==> src/rtl/spim_pkg.sv <==
package spim_pkg;
  localparam int unsigned REG_AW = 9;
  localparam int unsigned LEN_W  = 5;

  localparam logic [REG_AW-1:0] OFF_CMD   = 9'h000;
  localparam logic [REG_AW-1:0] OFF_CMD2  = 9'h004;
  localparam logic [REG_AW-1:0] OFF_STAT  = 9'h008;
  localparam logic [REG_AW-1:0] OFF_STAT2 = 9'h01C;
  localparam logic [REG_AW-1:0] OFF_DIV   = 9'h020;
  localparam logic [REG_AW-1:0] OFF_TXQ   = 9'h100;
  localparam logic [REG_AW-1:0] OFF_RXQ   = 9'h180;

  // command
  localparam int unsigned C_EN     = 31;
  localparam int unsigned C_GO     = 30;
  localparam int unsigned C_MASTER = 28;
  localparam int unsigned C_CSVAL  = 12;
  localparam int unsigned C_CSSW   = 11;
  // command2
  localparam int unsigned C2_RXEN  = 31;
  localparam int unsigned C2_TXEN  = 30;
  localparam int unsigned C2_SEL   = 18;
  // status
  localparam int unsigned S_BSY    = 31;
  localparam int unsigned S_RDY    = 30;
  localparam int unsigned S_ERR    = 29;
  localparam int unsigned S_RXOVF  = 25;
  localparam int unsigned S_TXUNR  = 24;
  localparam int unsigned S_RXEMP  = 23;
  localparam int unsigned S_RXFUL  = 22;
  localparam int unsigned S_TXEMP  = 21;
  localparam int unsigned S_TXFUL  = 20;
  localparam int unsigned S_TXOVF  = 19;
  localparam int unsigned S_RXUNR  = 18;
  // status2
  localparam int unsigned S2_TXCNT = 0;
  localparam int unsigned S2_RXCNT = 16;
  localparam int unsigned S2_CNT_W = 6;
endpackage

==> src/rtl/spim_fifo.sv <==
module spim_fifo #(
  parameter int unsigned W     = 32,
  parameter int unsigned DEPTH = 4,
  localparam int unsigned CNT_W = $clog2(DEPTH + 1),
  localparam int unsigned PTR_W = (DEPTH > 1) ? $clog2(DEPTH) : 1
) (
  input  logic             clk_i,
  input  logic             rst_ni,
  input  logic             push_i,
  input  logic [W-1:0]     data_i,
  input  logic             pop_i,
  output logic [W-1:0]     data_o,
  output logic             empty_o,
  output logic             full_o,
  output logic [CNT_W-1:0] count_o
);
  logic [W-1:0]     mem_q [DEPTH];
  logic [PTR_W-1:0] wr_q, rd_q;
  logic [CNT_W-1:0] cnt_q;
  logic             do_push, do_pop;

  assign empty_o = (cnt_q == '0);
  assign full_o  = (cnt_q == CNT_W'(DEPTH));
  assign count_o = cnt_q;
  assign data_o  = mem_q[rd_q];
  assign do_push = push_i && !full_o;
  assign do_pop  = pop_i && !empty_o;

  function automatic logic [PTR_W-1:0] nxt(input logic [PTR_W-1:0] p);
    return (p == PTR_W'(DEPTH - 1)) ? '0 : p + 1'b1;
  endfunction

  always_ff @(posedge clk_i) begin
    if (do_push) mem_q[wr_q] <= data_i;
  end

  always_ff @(posedge clk_i or negedge rst_ni) begin
    if (!rst_ni) begin
      wr_q  <= '0;
      rd_q  <= '0;
      cnt_q <= '0;
    end else begin
      if (do_push) wr_q <= nxt(wr_q);
      if (do_pop)  rd_q <= nxt(rd_q);
      case ({do_push, do_pop})
        2'b10:   cnt_q <= cnt_q + 1'b1;
        2'b01:   cnt_q <= cnt_q - 1'b1;
        default: cnt_q <= cnt_q;
      endcase
    end
  end
endmodule

==> src/rtl/spim_shifter.sv <==
module spim_shifter #(
  parameter int unsigned DW    = 32,
  parameter int unsigned LEN_W = 5,
  parameter int unsigned DIV_W = 8
) (
  input  logic             clk_i,
  input  logic             rst_ni,
  input  logic             start_i,
  input  logic [DW-1:0]    word_i,
  input  logic [LEN_W-1:0] len_i,
  input  logic [DIV_W-1:0] div_i,
  output logic             busy_o,
  output logic             done_o,
  output logic [DW-1:0]    rx_o,
  output logic             sclk_o,
  output logic             mosi_o,
  input  logic             miso_i
);
  logic             busy_q, done_q, sclk_q;
  logic [DW-1:0]    tx_q, rx_q;
  logic [LEN_W-1:0] bit_q, len_q;
  logic [DIV_W-1:0] div_q, cnt_q;

  assign busy_o = busy_q;
  assign done_o = done_q;
  assign rx_o   = rx_q;
  assign sclk_o = sclk_q;
  assign mosi_o = busy_q & tx_q[DW-1];

  always_ff @(posedge clk_i or negedge rst_ni) begin
    if (!rst_ni) begin
      busy_q <= 1'b0;
      done_q <= 1'b0;
      sclk_q <= 1'b0;
      tx_q   <= '0;
      rx_q   <= '0;
      bit_q  <= '0;
      len_q  <= '0;
      div_q  <= '0;
      cnt_q  <= '0;
    end else begin
      done_q <= 1'b0;
      if (start_i && !busy_q) begin
        busy_q <= 1'b1;
        sclk_q <= 1'b0;
        // left-align the used bits so the top bit leaves first
        tx_q   <= word_i << (LEN_W'(DW - 1) - len_i);
        rx_q   <= '0;
        bit_q  <= '0;
        len_q  <= len_i;
        div_q  <= div_i;
        cnt_q  <= '0;
      end else if (busy_q) begin
        if (cnt_q == div_q) begin
          cnt_q  <= '0;
          sclk_q <= ~sclk_q;
          if (!sclk_q) begin
            rx_q <= {rx_q[DW-2:0], miso_i};
          end else if (bit_q == len_q) begin
            busy_q <= 1'b0;
            done_q <= 1'b1;
          end else begin
            tx_q  <= tx_q << 1;
            bit_q <= bit_q + 1'b1;
          end
        end else begin
          cnt_q <= cnt_q + 1'b1;
        end
      end
    end
  end
endmodule

==> src/rtl/spim_regbus.sv <==
module spim_regbus
  import spim_pkg::*;
#(
  parameter int unsigned FIFO_DEPTH = 4,
  parameter int unsigned DIV_W      = 8,
  parameter int unsigned NSS        = 4,
  localparam int unsigned DW    = 32,
  localparam int unsigned CNT_W = $clog2(FIFO_DEPTH + 1),
  localparam int unsigned SEL_W = (NSS > 1) ? $clog2(NSS) : 1
) (
  input  logic              clk_i,
  input  logic              rst_ni,
  input  logic              req_i,
  input  logic              we_i,
  input  logic [REG_AW-1:0] addr_i,
  input  logic [DW-1:0]     wdata_i,
  output logic [DW-1:0]     rdata_o,
  output logic              sclk_o,
  output logic              mosi_o,
  input  logic              miso_i,
  output logic [NSS-1:0]    ss_no
);
  logic             cmd_en, cmd_master, cmd_sw, cmd_csval, go_q;
  logic [LEN_W-1:0] cmd_len;
  logic             c2_rxen, c2_txen;
  logic [SEL_W-1:0] c2_sel;
  logic [DIV_W-1:0] div_q;
  logic             rdy_q, rxf_ovf_q, txf_unr_q, txf_ovf_q, rxf_unr_q;

  logic             wr, rd, tx_wr, rx_rd;
  logic             start, busy, done;
  logic             tx_pop, tx_empty, tx_full, rx_push, rx_empty, rx_full;
  logic [DW-1:0]    tx_head, rx_head, shift_word, rx_word;
  logic [CNT_W-1:0] tx_cnt, rx_cnt;
  logic [DW-1:0]    clr;
  logic             cs_act, err;
  logic [DW-1:0]    stat_w, stat2_w, cmd_w, cmd2_w;

  assign wr    = req_i && we_i;
  assign rd    = req_i && !we_i;
  assign tx_wr = wr && (addr_i == OFF_TXQ);
  assign rx_rd = rd && (addr_i == OFF_RXQ);
  assign clr   = (wr && addr_i == OFF_STAT) ? wdata_i : '0;

  assign start      = go_q && !busy;
  assign tx_pop     = start && c2_txen && !tx_empty;
  assign shift_word = tx_pop ? tx_head : '0;
  assign rx_push    = done && c2_rxen;

  spim_fifo #(.W(DW), .DEPTH(FIFO_DEPTH)) u_txq (
    .clk_i, .rst_ni,
    .push_i(tx_wr), .data_i(wdata_i), .pop_i(tx_pop), .data_o(tx_head),
    .empty_o(tx_empty), .full_o(tx_full), .count_o(tx_cnt)
  );

  spim_fifo #(.W(DW), .DEPTH(FIFO_DEPTH)) u_rxq (
    .clk_i, .rst_ni,
    .push_i(rx_push), .data_i(rx_word), .pop_i(rx_rd), .data_o(rx_head),
    .empty_o(rx_empty), .full_o(rx_full), .count_o(rx_cnt)
  );

  spim_shifter #(.DW(DW), .LEN_W(LEN_W), .DIV_W(DIV_W)) u_shift (
    .clk_i, .rst_ni,
    .start_i(start), .word_i(shift_word), .len_i(cmd_len), .div_i(div_q),
    .busy_o(busy), .done_o(done), .rx_o(rx_word),
    .sclk_o, .mosi_o, .miso_i
  );

  always_ff @(posedge clk_i or negedge rst_ni) begin
    if (!rst_ni) begin
      cmd_en <= 1'b0; cmd_master <= 1'b0; cmd_sw <= 1'b0; cmd_csval <= 1'b0;
      go_q <= 1'b0; cmd_len <= '0;
      c2_rxen <= 1'b0; c2_txen <= 1'b0; c2_sel <= '0;
      div_q <= '0;
    end else begin
      if (wr && addr_i == OFF_CMD) begin
        cmd_en     <= wdata_i[C_EN];
        cmd_master <= wdata_i[C_MASTER];
        cmd_sw     <= wdata_i[C_CSSW];
        cmd_csval  <= wdata_i[C_CSVAL];
        cmd_len    <= wdata_i[LEN_W-1:0];
        go_q       <= wdata_i[C_GO] & wdata_i[C_EN] & wdata_i[C_MASTER];
      end else if (start) begin
        go_q <= 1'b0;
      end
      if (wr && addr_i == OFF_CMD2) begin
        c2_rxen <= wdata_i[C2_RXEN];
        c2_txen <= wdata_i[C2_TXEN];
        c2_sel  <= wdata_i[C2_SEL +: SEL_W];
      end
      if (wr && addr_i == OFF_DIV) div_q <= wdata_i[DIV_W-1:0];
    end
  end

  // sticky flags: a new event wins over a same-cycle clear
  always_ff @(posedge clk_i or negedge rst_ni) begin
    if (!rst_ni) begin
      rdy_q <= 1'b0; rxf_ovf_q <= 1'b0; txf_unr_q <= 1'b0;
      txf_ovf_q <= 1'b0; rxf_unr_q <= 1'b0;
    end else begin
      rdy_q     <= done | (rdy_q & ~clr[S_RDY]);
      rxf_ovf_q <= (rx_push && rx_full) | (rxf_ovf_q & ~clr[S_RXOVF]);
      txf_unr_q <= (start && c2_txen && tx_empty) | (txf_unr_q & ~clr[S_TXUNR]);
      txf_ovf_q <= (tx_wr && tx_full) | (txf_ovf_q & ~clr[S_TXOVF]);
      rxf_unr_q <= (rx_rd && rx_empty) | (rxf_unr_q & ~clr[S_RXUNR]);
    end
  end

  assign err = rxf_ovf_q | txf_unr_q | txf_ovf_q | rxf_unr_q;

  always_comb begin
    stat_w          = '0;
    stat_w[S_BSY]   = busy;
    stat_w[S_RDY]   = rdy_q;
    stat_w[S_ERR]   = err;
    stat_w[S_RXOVF] = rxf_ovf_q;
    stat_w[S_TXUNR] = txf_unr_q;
    stat_w[S_RXEMP] = rx_empty;
    stat_w[S_RXFUL] = rx_full;
    stat_w[S_TXEMP] = tx_empty;
    stat_w[S_TXFUL] = tx_full;
    stat_w[S_TXOVF] = txf_ovf_q;
    stat_w[S_RXUNR] = rxf_unr_q;

    stat2_w = '0;
    stat2_w[S2_TXCNT +: S2_CNT_W] = S2_CNT_W'(tx_cnt);
    stat2_w[S2_RXCNT +: S2_CNT_W] = S2_CNT_W'(rx_cnt);

    cmd_w             = '0;
    cmd_w[C_EN]       = cmd_en;
    cmd_w[C_GO]       = go_q;
    cmd_w[C_MASTER]   = cmd_master;
    cmd_w[C_CSVAL]    = cmd_csval;
    cmd_w[C_CSSW]     = cmd_sw;
    cmd_w[LEN_W-1:0]  = cmd_len;

    cmd2_w                  = '0;
    cmd2_w[C2_RXEN]         = c2_rxen;
    cmd2_w[C2_TXEN]         = c2_txen;
    cmd2_w[C2_SEL +: SEL_W] = c2_sel;
  end

  always_comb begin
    rdata_o = '0;
    if (rd) begin
      case (addr_i)
        OFF_CMD:   rdata_o = cmd_w;
        OFF_CMD2:  rdata_o = cmd2_w;
        OFF_STAT:  rdata_o = stat_w;
        OFF_STAT2: rdata_o = stat2_w;
        OFF_DIV:   rdata_o = DW'(div_q);
        OFF_RXQ:   rdata_o = rx_empty ? '0 : rx_head;
        default:   rdata_o = '0;
      endcase
    end
  end

  assign cs_act = cmd_sw ? cmd_csval : busy;

  for (genvar g = 0; g < NSS; g++) begin : g_ss
    assign ss_no[g] = ~(cs_act && (c2_sel == SEL_W'(g)));
  end
endmodule

==> config.mk <==
export PLATFORM = sky130hd
export DESIGN_NAME = spim_regbus
export DESIGN_NICKNAME = d
export VERILOG_FILES = /design/src/rtl/spim_pkg.sv /design/src/rtl/spim_fifo.sv /design/src/rtl/spim_shifter.sv /design/src/rtl/spim_regbus.sv
export SDC_FILE = /design/constraint.sdc
export NUM_CORES = 1
export LEC_CHECK = 0
export CORE_MARGIN = 3
export CORE_UTILIZATION = 40
export CTS_CLUSTER_DIAMETER = 80
export DETAILED_ROUTE_END_ITERATION = 8
export SLEW_MARGIN = 15
export SYNTH_ARGS = -nofsm -noshare
export SYNTH_HDL_FRONTEND = slang
export SYNTH_SLANG_ARGS = --single-unit
export TNS_END_PERCENT = 5
==> constraint.sdc <==
create_clock -name clk_i -period 12.1 [get_ports clk_i]
set_clock_uncertainty 0.1 [all_clocks]
set_input_delay 3.63 -clock clk_i [delete_from_list [all_inputs] [get_ports clk_i]]
set_output_delay 3.63 -clock clk_i [all_outputs]
set_load 0.005 [all_outputs]
==> impl_metrics.env <==
export IMPL_status="finished clean"
export IMPL_power_density_mw_per_mm2=165
export IMPL_placed_area_sq_mm=0.0189
export IMPL_drt_first_pass_iters=5
export IMPL_routed_via_density=5.60
export IMPL_setup_viol=0
export IMPL_mostFrequentLayoutCells="edfxtp_1 (256), nand2_1 (181), dfrtp_1 (132), clkdlybuf4s50_1 (82), nor2_1 (74)"
export IMPL_grt_antenna_before_repair=2
export IMPL_power_uw=3350
export IMPL_vias=10800
export IMPL_p_leak_uw=0.00709
export IMPL_fmax_ghz=0.0935
export IMPL_ys_types=69
export IMPL_drive_above_1_share_pct=14.4
export IMPL_die_w_microns=215
export IMPL_htreeDepth=2
export IMPL_num_rows=75
export IMPL_tightestPinTransition_ns=1.16
export IMPL_slew_headroom_pct=22.2
export IMPL_hold_violations=0
export IMPL_diodes=0
export IMPL_fillers=3782
export IMPL_clock_latency_ns=0.57
export IMPL_netlist_area_sq_mm=0.0175
export IMPL_numCtsBuffers=42
export IMPL_clock_root_buffer="clkbuf_16"
export IMPL_ioPinCount=84
export IMPL_clkSinkCount=390
export IMPL_post_route_util_pct=47.6
export IMPL_slew_viol_final=0
export IMPL_critical_path_class="in -> out"
export IMPL_seq_area_frac_synth_pct=63.1
export IMPL_yosysTopAreaCell="edfxtp_1"
export IMPL_grt_overflow=0
export IMPL_clk_pin_slew_ns=0.06
export IMPL_grt_max_degree=86
export IMPL_grt_pass1_vias=11000
export IMPL_cts_max_path_buffers=3
export IMPL_min_path_type="reg -> reg"
export IMPL_synthToLayoutAreaGrowth_pct=15.8
export IMPL_ys_ff_latch=390
export IMPL_startpoint_type="input pin"
export IMPL_wirelength_microns=42400
export IMPL_synth_ff_type="edfxtp_1"
export IMPL_drt_iter0_markers=947
export IMPL_cts_tree="built"
export IMPL_finalSetupTns_ns=0
export IMPL_finalCritPeriodShare_pct=88.4
export IMPL_fp_dieH_microns=215
export IMPL_async_reset_ff_share_pct=34.4
export IMPL_grt_pass1_wl_microns=66200
export IMPL_final_nets=1387
export IMPL_grt_use_total_pct=18.4
export IMPL_core_sq_mm=0.0426
export IMPL_end_kind="output pin"
export IMPL_synthDominantCellAreaShare_pct=43.9
export IMPL_final_common_cell="edfxtp_1"
export IMPL_stdcell_area_sq_mm=0.0203
export IMPL_yosysWarnings=0
export IMPL_die_area_sq_mm=0.0463
export IMPL_crit_path_max_fanout=18
export IMPL_drt_wirelength_per_cell_microns=21.9
export IMPL_syn_area_per_cell_sq_um=14.1
export IMPL_worst_endpoint_arrival_ns=6.97
export IMPL_io_buffers=83
export IMPL_start_util_pct=41.1
export IMPL_gp_congestion=0.898
export IMPL_ctsResizeCount=0
export IMPL_ir_drop_mv=0.146
export IMPL_rsz0062_at_grt="no"
export IMPL_antenna_left=0
export IMPL_synth_edf_count=256
export IMPL_drc=0
export IMPL_hold_buffers=0
export IMPL_cp_required_ns=8.37
export IMPL_hpwl_microns=27400
export IMPL_maxCapViolCount=0
export IMPL_post_cts_buffers=0
export IMPL_syn_num_nets=1304
export IMPL_synth_area_top_cells="edfxtp_1 (44%), dfrtp_1 (19%), mux4_2 (8.8%), nand2_1 (3.9%), mux2i_1 (2.2%)"
export IMPL_syn_instance_count=1242
export IMPL_fin_crit_ns=10.70
[stage by stage]
step	hold slack [ns]	cells	worst slack [ns]
floorplan	0.349	1242	3.05
global placement	0.386	1858	1.44
detailed placement	0.377	1858	1.42
CTS	0.401	1935	1.42
global route	0.414	1935	1.21
finish	0.395	1935	1.40
[final cells by class]
cell class,instances,area (sq um),area share (%)
Clock buffer,63,1180,5.82
Clock inverter,14,136,0.673
Inverter,18,67.6,0.333
Multi-Input combinational cell,765,6090,30.1
Sequential cell,390,11000,54.5
Tap cell,577,722,3.56
Timing Repair Buffer,108,1020,5.03
[cells in the mapped netlist (7+ instances only)]
| master | number |
|---|---|
| xor2_1 | 15 |
| nand4_1 | 8 |
| edfxtp_1 | 256 |
| o21ai_1 | 13 |
| o22ai_1 | 20 |
| buf_1 | 7 |
| or3_1 | 10 |
| inv_1 | 14 |
| mux4_1 | 10 |
| mux4_2 | 68 |
| a22oi_1 | 20 |
| dfrtp_1 | 134 |
| xnor2_1 | 13 |
| and3_1 | 15 |
| ha_1 | 14 |
| mux2_2 | 28 |
| o21ai_0 | 22 |
| buf_2 | 10 |
| mux2_1 | 14 |
| nand2_1 | 181 |
| a21oi_1 | 63 |
| nand3_1 | 13 |
| nor2_1 | 75 |
| nor4_1 | 7 |
| mux2i_1 | 39 |
| clkbuf_1 | 47 |
| and2_1 | 11 |
| nor3_1 | 18 |
[critical path, cell delays in order]
cell and delay, ns:
clkdlybuf4s50_1 0.65, or4_1 0.59, a2111oi_0 0.71, o41ai_4 0.37
a21oi_1 0.42, clkdlybuf4s50_1 0.59
[sequential cells by signal (all words and copies together), names as in the netlist, 5 cells and up]
register and count:
u_shift.bit_q 5, u_shift.cnt_q 8, u_shift.rx_o 32, cmd_len 5
u_shift.tx_q 32, u_shift.len_q 5, u_rxq.mem_q 128, u_shift.div_q 8
div_q 8, u_txq.mem_q 128
[logic make-up after synthesis]
logic type               Yosys count  synth area share, %
AND/OR/NAND/NOR                  365                 9.45
AO/OA/AOI/OAI                    196                 7.29
multiplexers                     160                 15.3
adder cells (fa/ha/maj)           16                 1.23
buffers and inverters             87                 2.25
flip-flops                       390                 63.1
XOR/XNOR                          28                 1.40
[metal layers]
layer  part of all wire [%]  vias up  track usage, %  routed length [microns]
met5                  0.031        -               0                       13
met4                    2.9        2            6.43                     1210
met3                    6.2       71            3.71                     2620
met2                     44      325            27.5                    18800
met1                     47     5529            27.0                    19800
li1                       -     4915               -                        -
[power breakdown]
group	total (uW)	internal, uW	switching, uW	leakage (uW)
combinational	439	180	259	0.00255
sequential	1670	1570	105	0.00391
clock	1230	719	516	0.000637
total	3350	2470	880	0.00709
[worst paths after layout]
| path | end | slack [ns] | startpoint | cells after the start |
|---|---|---|---|---|
| hold / removal | u_shift.div_q[7] | 0.40 | u_shift.div_q[7] | 2 |
| hold reg to reg | u_shift.div_q[7] | 0.40 | u_shift.div_q[7] | 2 |
| max in group asynchronous | u_shift.cnt_q[4] | 7.69 | rst_ni | 2 |
| setup / recovery | rdata_o[4] | 1.40 | addr_i[2] | 6 |
| min in group asynchronous | u_shift.rx_o[26] | 2.99 | rst_ni | 1 |
| setup reg to reg | u_shift.tx_q[18] | 8.73 | u_shift.cnt_q[1] | 6 |
No activity file was read; power rests on OpenSTA's default activity.
